<file path="src/rtl/mot_pkg.sv">
package mot_pkg;

  // total number of cell slots in one output tree: N leaves plus N-1 merge nodes
  function automatic int tree_cap(input int n, input int d);
    return (2 * n - 1) * d;
  endfunction

  // stamp width: two bits of headroom over the span of stamps the tree can hold
  function automatic int stamp_bits(input int n, input int d);
    return $clog2(tree_cap(n, d)) + 2;
  endfunction

endpackage

</file>
<file path="src/rtl/mot_fifo.sv">
module mot_fifo #(
  parameter int W = 32,
  parameter int D = 2
) (
  input  logic         clk,
  input  logic         rst_n,
  input  logic         push,
  input  logic [W-1:0] push_data,
  input  logic         pop,
  output logic         full,
  output logic         empty,
  output logic [W-1:0] head
);
  localparam int PW = (D > 1) ? $clog2(D) : 1;
  localparam int CW = $clog2(D + 1);

  logic [W-1:0]  mem [D];
  logic [PW-1:0] rd_ptr, wr_ptr;
  logic [CW-1:0] cnt;

  function automatic logic [PW-1:0] bump(input logic [PW-1:0] p);
    return (p == PW'(D - 1)) ? '0 : p + PW'(1);
  endfunction

  assign full  = (cnt == CW'(D));
  assign empty = (cnt == '0);
  assign head  = mem[rd_ptr];

  always_ff @(posedge clk) begin
    if (push) mem[wr_ptr] <= push_data;
  end

  always_ff @(posedge clk) begin
    if (!rst_n) begin
      rd_ptr <= '0;
      wr_ptr <= '0;
      cnt    <= '0;
    end else begin
      if (push) wr_ptr <= bump(wr_ptr);
      if (pop)  rd_ptr <= bump(rd_ptr);
      case ({push, pop})
        2'b10:   cnt <= cnt + CW'(1);
        2'b01:   cnt <= cnt - CW'(1);
        default: cnt <= cnt;
      endcase
    end
  end


  no_overflow_chk: assert property (@(posedge clk) disable iff (!rst_n)
    push && full |-> pop);


  no_underflow_chk: assert property (@(posedge clk) disable iff (!rst_n)
    pop |-> !empty);

endmodule

</file>
<file path="src/rtl/mot_merge_node.sv">
module mot_merge_node #(
  parameter int W   = 32,
  parameter int TSW = 8,
  parameter int D   = 2
) (
  input  logic           clk,
  input  logic           rst_n,
  input  logic           a_valid,
  input  logic           a_empty,
  input  logic [TSW-1:0] a_ts,
  input  logic [W-1:0]   a_data,
  output logic           a_ready,
  input  logic           b_valid,
  input  logic           b_empty,
  input  logic [TSW-1:0] b_ts,
  input  logic [W-1:0]   b_data,
  output logic           b_ready,
  output logic           o_valid,
  output logic           o_empty,
  output logic [TSW-1:0] o_ts,
  output logic [W-1:0]   o_data,
  input  logic           o_ready
);
  localparam int EW = TSW + W;

  // x is not younger than y, modulo the stamp range
  function automatic logic ts_le(input logic [TSW-1:0] x, input logic [TSW-1:0] y);
    logic [TSW-1:0] diff;
    diff = x - y;
    return diff[TSW-1] || (diff == '0);
  endfunction

  logic          take_a, take_b, sel_valid;
  logic [EW-1:0] sel_entry, q_head;
  logic          q_full, q_empty, q_push, q_pop;
  logic          bypass, can_push, fwd;

  // a child may be passed over only when its whole subtree is empty
  always_comb begin
    take_a    = a_valid && (b_empty || (b_valid && ts_le(a_ts, b_ts)));
    take_b    = !take_a && b_valid && (a_empty || a_valid);
    sel_valid = take_a || take_b;
    sel_entry = take_a ? {a_ts, a_data} : {b_ts, b_data};
  end

  assign q_pop    = !q_empty && o_ready;
  assign bypass   = q_empty && o_ready;
  assign can_push = !q_full || q_pop;
  assign q_push   = sel_valid && !bypass && can_push;
  assign fwd      = bypass || can_push;
  assign a_ready  = take_a && fwd;
  assign b_ready  = take_b && fwd;

  mot_fifo #(.W(EW), .D(D)) u_q (
    .clk      (clk),
    .rst_n    (rst_n),
    .push     (q_push),
    .push_data(sel_entry),
    .pop      (q_pop),
    .full     (q_full),
    .empty    (q_empty),
    .head     (q_head)
  );

  assign o_valid         = !q_empty || sel_valid;
  assign {o_ts, o_data}  = q_empty ? sel_entry : q_head;
  assign o_empty         = q_empty && a_empty && b_empty;

  // departure-order tracking for the ordering check
  logic           seen;
  logic [TSW-1:0] last_ts;
  always_ff @(posedge clk) begin
    if (!rst_n) begin
      seen    <= 1'b0;
      last_ts <= '0;
    end else if (o_valid && o_ready) begin
      seen    <= 1'b1;
      last_ts <= o_ts;
    end else if (o_empty) begin
      seen    <= 1'b0;
    end
  end


  order_mono_chk: assert property (@(posedge clk) disable iff (!rst_n)
    o_valid && o_ready && seen |-> ts_le(last_ts, o_ts));


  head_visible_chk: assert property (@(posedge clk) disable iff (!rst_n)
    !(a_empty && b_empty) |-> o_valid);

endmodule

</file>
<file path="src/rtl/mot_merge_tree.sv">
module mot_merge_tree #(
  parameter int N = 8,
  parameter int D = 2,
  parameter int W = 32
) (
  input  logic           clk,
  input  logic           rst_n,
  input  logic [N-1:0]   in_valid,
  output logic [N-1:0]   in_ready,
  input  logic [N*W-1:0] in_data,
  output logic           out_valid,
  input  logic           out_ready,
  output logic [W-1:0]   out_data
);
  localparam int TSW = mot_pkg::stamp_bits(N, D);
  localparam int EW  = TSW + W;
  localparam int NL  = 2 * N - 1;

  // heap numbering: node k has children 2k and 2k+1; leaf i sits at N+i
  logic           lk_valid [1:NL];
  logic           lk_ready [1:NL];
  logic           lk_empty [1:NL];
  logic [TSW-1:0] lk_ts    [1:NL];
  logic [W-1:0]   lk_data  [1:NL];

  // arrival stamp: advances once per edge with any acceptance
  logic [TSW-1:0] stamp_q;
  logic           any_arrival;
  assign any_arrival = |(in_valid & in_ready);

  always_ff @(posedge clk) begin
    if (!rst_n)           stamp_q <= '0;
    else if (any_arrival) stamp_q <= stamp_q + TSW'(1);
  end

  for (genvar i = 0; i < N; i++) begin : g_leaf
    logic          l_full, l_empty;
    logic [EW-1:0] l_head;

    mot_fifo #(.W(EW), .D(D)) u_leaf (
      .clk      (clk),
      .rst_n    (rst_n),
      .push     (in_valid[i] && in_ready[i]),
      .push_data({stamp_q, in_data[i*W +: W]}),
      .pop      (lk_valid[N+i] && lk_ready[N+i]),
      .full     (l_full),
      .empty    (l_empty),
      .head     (l_head)
    );

    assign in_ready[i]   = !l_full;
    assign lk_valid[N+i] = !l_empty;
    assign lk_empty[N+i] = l_empty;
    assign lk_ts[N+i]    = l_head[EW-1:W];
    assign lk_data[N+i]  = l_head[W-1:0];
  end

  for (genvar k = 1; k < N; k++) begin : g_node
    mot_merge_node #(.W(W), .TSW(TSW), .D(D)) u_node (
      .clk    (clk),
      .rst_n  (rst_n),
      .a_valid(lk_valid[2*k]),
      .a_empty(lk_empty[2*k]),
      .a_ts   (lk_ts[2*k]),
      .a_data (lk_data[2*k]),
      .a_ready(lk_ready[2*k]),
      .b_valid(lk_valid[2*k+1]),
      .b_empty(lk_empty[2*k+1]),
      .b_ts   (lk_ts[2*k+1]),
      .b_data (lk_data[2*k+1]),
      .b_ready(lk_ready[2*k+1]),
      .o_valid(lk_valid[k]),
      .o_empty(lk_empty[k]),
      .o_ts   (lk_ts[k]),
      .o_data (lk_data[k]),
      .o_ready(lk_ready[k])
    );
  end

  assign out_valid   = lk_valid[1];
  assign out_data    = lk_data[1];
  assign lk_ready[1] = out_ready;


  out_hold_chk: assert property (@(posedge clk) disable iff (!rst_n)
    out_valid && !out_ready |=> out_valid && (out_data == $past(out_data)));

endmodule

</file>
<file path="config.mk">
export PLATFORM = sky130hd
export DESIGN_NAME = mot_merge_tree
export DESIGN_NICKNAME = d
export VERILOG_FILES = /design/src/rtl/mot_pkg.sv /design/src/rtl/mot_fifo.sv /design/src/rtl/mot_merge_node.sv /design/src/rtl/mot_merge_tree.sv
export SDC_FILE = /design/constraint.sdc
export NUM_CORES = 2
export LEC_CHECK = 0
export BUFFER_PORTS_ARGS = -buffer_cell sky130_fd_sc_hd__buf_2
export CORE_MARGIN = 4
export CORE_UTILIZATION = 61
export DETAILED_ROUTE_END_ITERATION = 10
export PLACE_DENSITY = 0.89
export RECOVER_POWER = 50
export SLEW_MARGIN = 0
export SYNTH_ARGS = -nofsm -noshare
export SYNTH_HDL_FRONTEND = slang
export SYNTH_SLANG_ARGS = --single-unit
</file>
<file path="constraint.sdc">
create_clock -name clk -period 15 [get_ports clk]
set_input_delay 3 -clock clk [delete_from_list [all_inputs] [get_ports clk]]
set_output_delay 3 -clock clk [all_outputs]
set_load 0.02 [all_outputs]
</file>
After elaboration in Yosys (flattened, before gate mapping)

Memories as Yosys holds them, arrays and structs flattened. A register that Yosys moved wholly into a read port is not among the register bits.
Cells that the tools add are included.

Bits in registers: 67
RAM bits: 1170
Input port bits: 267
Output and inout bits: 41
Logic and storage cells: 515
Memories kept: 15

$add $sub $neg: 68
Equality and inequality tests: 45
Multiplexer cells: 119
Bitwise gates (word level): 1
Reduce and logical (&&, ||, !) cells: 221

Memory list:

| memory               | depth | bits a word | rd ports | clocked after memory_dff | wr ports | line           | RTL |
|---|---|---|---|---|---|---|---|
| g_leaf[0].u_leaf.mem | 2     | 39          | 1        | 1                        | 1        | mot_fifo.sv:17 | `logic [W-1:0] mem [D];` |
| g_leaf[1].u_leaf.mem | 2     | 39          | 1        | 1                        | 1        | mot_fifo.sv:17 |  |
| g_leaf[2].u_leaf.mem | 2     | 39          | 1        | 1                        | 1        | mot_fifo.sv:17 |  |
| g_leaf[3].u_leaf.mem | 2     | 39          | 1        | 1                        | 1        | mot_fifo.sv:17 |  |
| g_leaf[4].u_leaf.mem | 2     | 39          | 1        | 1                        | 1        | mot_fifo.sv:17 |  |
| g_leaf[5].u_leaf.mem | 2     | 39          | 1        | 1                        | 1        | mot_fifo.sv:17 |  |
| 9 more memories      | --    | --          | --       | --                       | --       | --             |  |

Operators by type and width:

| kind                | number |
|---|---|
| $mux 39             | 13 |
| $logic_and 1x1->1   | 94 |
| $mux 1              | 90 |
| $eq 2x2->1 const B  | 30 |
| $pmux 2 s2          | 15 |
| $logic_not 7->1     | 7 |
| $sub 7x7->7         | 7 |
| $logic_or 1x1->1    | 45 |
| $logic_not 1->1     | 44 |
| $mux 32             | 1 |
| $add 1x1->1 const B | 30 |
| $add 2x1->2 const B | 15 |
| $eq 2x1->1 const B  | 15 |
| $logic_not 2->1     | 15 |
| $reduce_bool 2->1   | 15 |
| $sub 2x1->2 const B | 15 |
| $and 8x8->8         | 1 |
| $reduce_or 8->1     | 1 |
| $add 7x1->7 const B | 1 |

Depth between registers and ports, before layout

Depth in word-level cells: 37
Depth in mapped cells: 55
Gate-level depth less buffers: 48

By module

A second synthesis with hierarchy kept.

Cell total of the unflattened synthesis: 3307
Area, all modules: 57705.3 um2

Modules (own cells, without submodules):

| module                                 | times used | cells an instance | area each (um2) | seq. area each (um2) |
|---|---|---|---|---|
| mot_fifo                               | 15         | 143               | 3020.4          | 2442.3 |
| mot_merge_node at g_node[2].u_node ... | 5          | 135               | 1649.1          | 0.0 |
| mot_merge_node at g_node[7].u_node     | 1          | 278               | 1948.1          | 0.0 |
| mot_merge_node at g_node[1].u_node     | 1          | 135               | 1650.3          | 0.0 |
| mot_merge_tree                         | 1          | 74                | 555.5           | 140.1 |

Worst setup path after synthesis

No wires, ideal clock.

Kind: register -> register
Start point: register (tool-made name)
End point: memory g_node[7].u_node.u_q.mem[1][0] (netlist bit), enable pin
Setup time: 492 ps
Arrival time: 12616 ps
Path slack: 1892 ps
Cell stages (with the launch flop): 50
Clock period less this slack: 13108 ps
Path through: dfxtp_1 -> buf_1 -> clkbuf_1 -> mux2i_1 -> inv_1 -> ha_1 -> inv_1 -> fa_1 -> a21o_1 -> a32oi_1 -> o21ai_1 -> a31oi_1 -> and2_1 -> clkbuf_1 -> clkbuf_1 -> buf_1 -> a21oi_1 -> a21oi_1 -> [... 14 more ...] -> o21ai_0 -> a21oi_1 -> ha_1 -> fa_1 -> nor2b_1 -> o21ai_0 -> nand2b_1 -> a21o_1 -> a21o_1 -> nor2_1 -> o21a_1 -> a211oi_2 -> mux2i_1 -> o21ai_2 -> or2_1 -> o21ai_2 -> mux2_2 -> nor3b_1

RTL lines:

| what             | line |
|---|---|
| end: declaration | mot_fifo.sv:17 |

==> run metrics <==
via count around 32000; total negative slack 0 ps; vias in the first global route roughly 31000; worst slew pin tran between 3000 and 4000 ps; die height between 300 and 400 µm; row count 107; CP Class flop to output pin; fin util 0.688; worst rel slew slack -1.34; routed wl met3 about 12000 µm; Area growth syn-to-layout 11.9%; post-route cell area 0.0586 mm²; Setup crit start kind flop; GP Congestion between 0.9 and 1; Worst-path clk slew roughly 60 ps; CTS tree built; Distinct cells, synth 70; share of the synthesized area in the top cell type 0.663; YS warnings 0; Fillers roughly 5500; final cycle utilization of the critical path 0.958; number of buffers and inverters on the critical path 4; endpoints failing hold 0; ys async rst share 0; most common cell after layout, fill and taps aside edfxtp_1; logic depth of the worst path, buffers included 38; max-slew violations about 640; WL per Instance 24.3 µm; Syn Nets between 3000 and 4000; endpoints failing setup 0; worst min path class flop to flop; Top Metal Used met5; slowest library cell on the worst path nor3_1; outcome complete, but fails checks; routed wl met2 between 60000 and 70000 µm; number of enable flip-flop cells after synthesis 1156; Post-CTS Hold Buffers 0; Die ar. slightly above 0.09 mm²; total I/O pin count approximately 310; DRC Markers 0; total gr overflow 0; largest cells by area after synthesis edfxtp_1 (66%), mux2i_1 (9.3%), a21oi_1 (3.3%); critical path capture point type output pin; total CTS buffers 116; Hold Path Stages 2; Clock Skew 24.7 ps; nets roughly 4300; Yosys top cell by area edfxtp_1; r2r setup slk roughly 3100 ps; fin crit period approximately 14000 ps; FF-to-FF path depth 38; clock root buffer clkbuf_16; ys flop type edfxtp_1; post-synthesis sequential area ratio 0.694; I/O Buffers just over 300; first-pass GRT wire length 186000 µm; most frequent cells in the layout edfxtp_1 (1156), mux2i_1 (485), a21oi_1 (346), nor2_1 (289), clkbuf_1 (197); core box area between 0.08 and 0.09 mm²; drt total wl roughly 130000 µm; Die W about 300 µm; critical path data required time between 10000 and 15000 ps; wire length on met1 between 40000 and 50000 µm; fraction of layout cells with a size suffix above 1 0.111; Syn Std Cell Area about 0.052 mm²; vias per cell roughly 6.2; DRT antenna net count 0; syn_area_per_cell around 14 µm²; initial DRC count 3942; Fmax 69.6 MHz; violated checks capacitance limit, slew limit; largest net degree at the start of global routing 87; Max stage delay on crit path a little over 800 ps; FF+latch count, synth 1238; CP delay by family, top compound AO/OA/AOI/OAI gates; Area after DPL 0.0551 mm²; Arr. time, crit path 11370 ps; initial antenna violation count 25; top fanout value on the critical path 68; WHS 478 ps; max cap viols 16; RSZ-0062 raised after global routing false; Register Area 0.0364 mm²; Total GRT Usage 0.270; initial core utilization 0.615; H-tree Lvls 3; Multi-input gate area 0.0153 mm²; Post-DP HPWL between 80000 and 90000 µm; CTS Sinks between 1000 and 1500; Clock Latency Late Sink between 600 and 700 ps; min-delay src g_leaf[7].u_leaf.rd_ptr; Syn Inst Count between 3000 and 4000; Clock Tree Buf Depth 3; Pre-Repair DR Iteration Count 6; worst r2r dst g_node[3].u_node.u_q.mem[0][18]
[logic make-up after synthesis]
group,after synthesis,synth area share
DFF,1238,0.694
AOI/OAI and AO/OA,786,0.0918
xor gates and xnor gates,77,0.0129
buffers and inverters,229,0.0168
adders and majority gates,65,0.0164
and+or+nand+nor,743,0.0689
muxes,515,0.0992
[timing repair]
item                                    CTS  global route
resized for setup                         0             3
endpoints found under the setup margin    0            32
buffers inserted                          0             1
[area by class of cell]
type / instances / area share
clock inverters: 66 / 0.0104
inverters: 23 / 0.00147
flip-flops and latches: 1238 / 0.621
clock buffers: 146 / 0.0530
repair buffers: 353 / 0.0281
multi-input cells: 2187 / 0.261
diodes: 15 / 0.000640
well taps: 1144 / 0.0244
[through the flow]
stage                     worst slack [ps]  std cells
after CTS                              606       5155
final                                  629       5172
after floorplan                       1890       3653
after detailed placement              1390       4943
after global routing                  8.91       5171
after global placement                1850       4943
[metal layers]
layer / track usage / up-vias
met3: 0.0453 / 287
met1: 0.366 / 15700
met2: 0.446 / 1735
li1: - / 14500
met4: 0.0966 / 10
met5: 0 / -
[flip-flops by register name, indices dropped and copies added, names as in the netlist, named ones only]
signal / flops
g_leaf.u_leaf.cnt: 16
stamp_q: 7
g_node.u_node.u_q.rd_ptr: 7
g_leaf.u_leaf.wr_ptr: 8
g_node.u_node.u_q.cnt: 14
g_node.u_node.u_q.wr_ptr: 7
g_node.u_node.u_q.mem: 532
g_leaf.u_leaf.rd_ptr: 8
g_leaf.u_leaf.mem: 624
[cells in the mapped netlist (all sizes together) (5+ instances only)]
cell / instances
edfxtp: 1156
mux2i: 486
a21oi: 348
nor2: 310
clkbuf: 147
nor2b: 143
a211oi: 140
o21ai: 134
nand2: 130
dfxtp: 82
o211ai: 69
buf: 59
ha: 58
a21o: 49
xor2: 42
xnor2: 35
mux2: 29
nand2b: 26
inv: 23
or3: 23
nor3: 22
or2: 15
and3: 13
and2: 11
nor4b: 11
nand4: 10
nand3: 7
nor4: 7
fa: 6
a31oi: 5
nor3b: 5
o21bai: 5
[worst register-to-register path: cells and delay by family (launching register included)]
family | cells | cell delay, ps
compound gates | 15 | 4040
xor+xnor | 1 | 110
fa+ha+maj | 4 | 1230
buf+inv | 4 | 1350
flops | 1 | 310
mux | 3 | 900
simple gates | 11 | 3550
[how the worst max path moves through the flow]
stage,startpoint,to,slack (ps)
2_1_floorplan,flop,g_node[7].u_node.u_q.mem[1][0],1890
3_3_place_gp,flop,out_data[28],1850
3_5_place_dp,flop,out_data[28],1390
4_1_cts,flop,out_data[28],610
5_1_grt,flop,out_data[22],9
6_report,flop,out_data[2],630
Power is left out: the tool's default activity adds up to more than one toggle a clock period on the data nets, which glitch-free logic cannot reach.
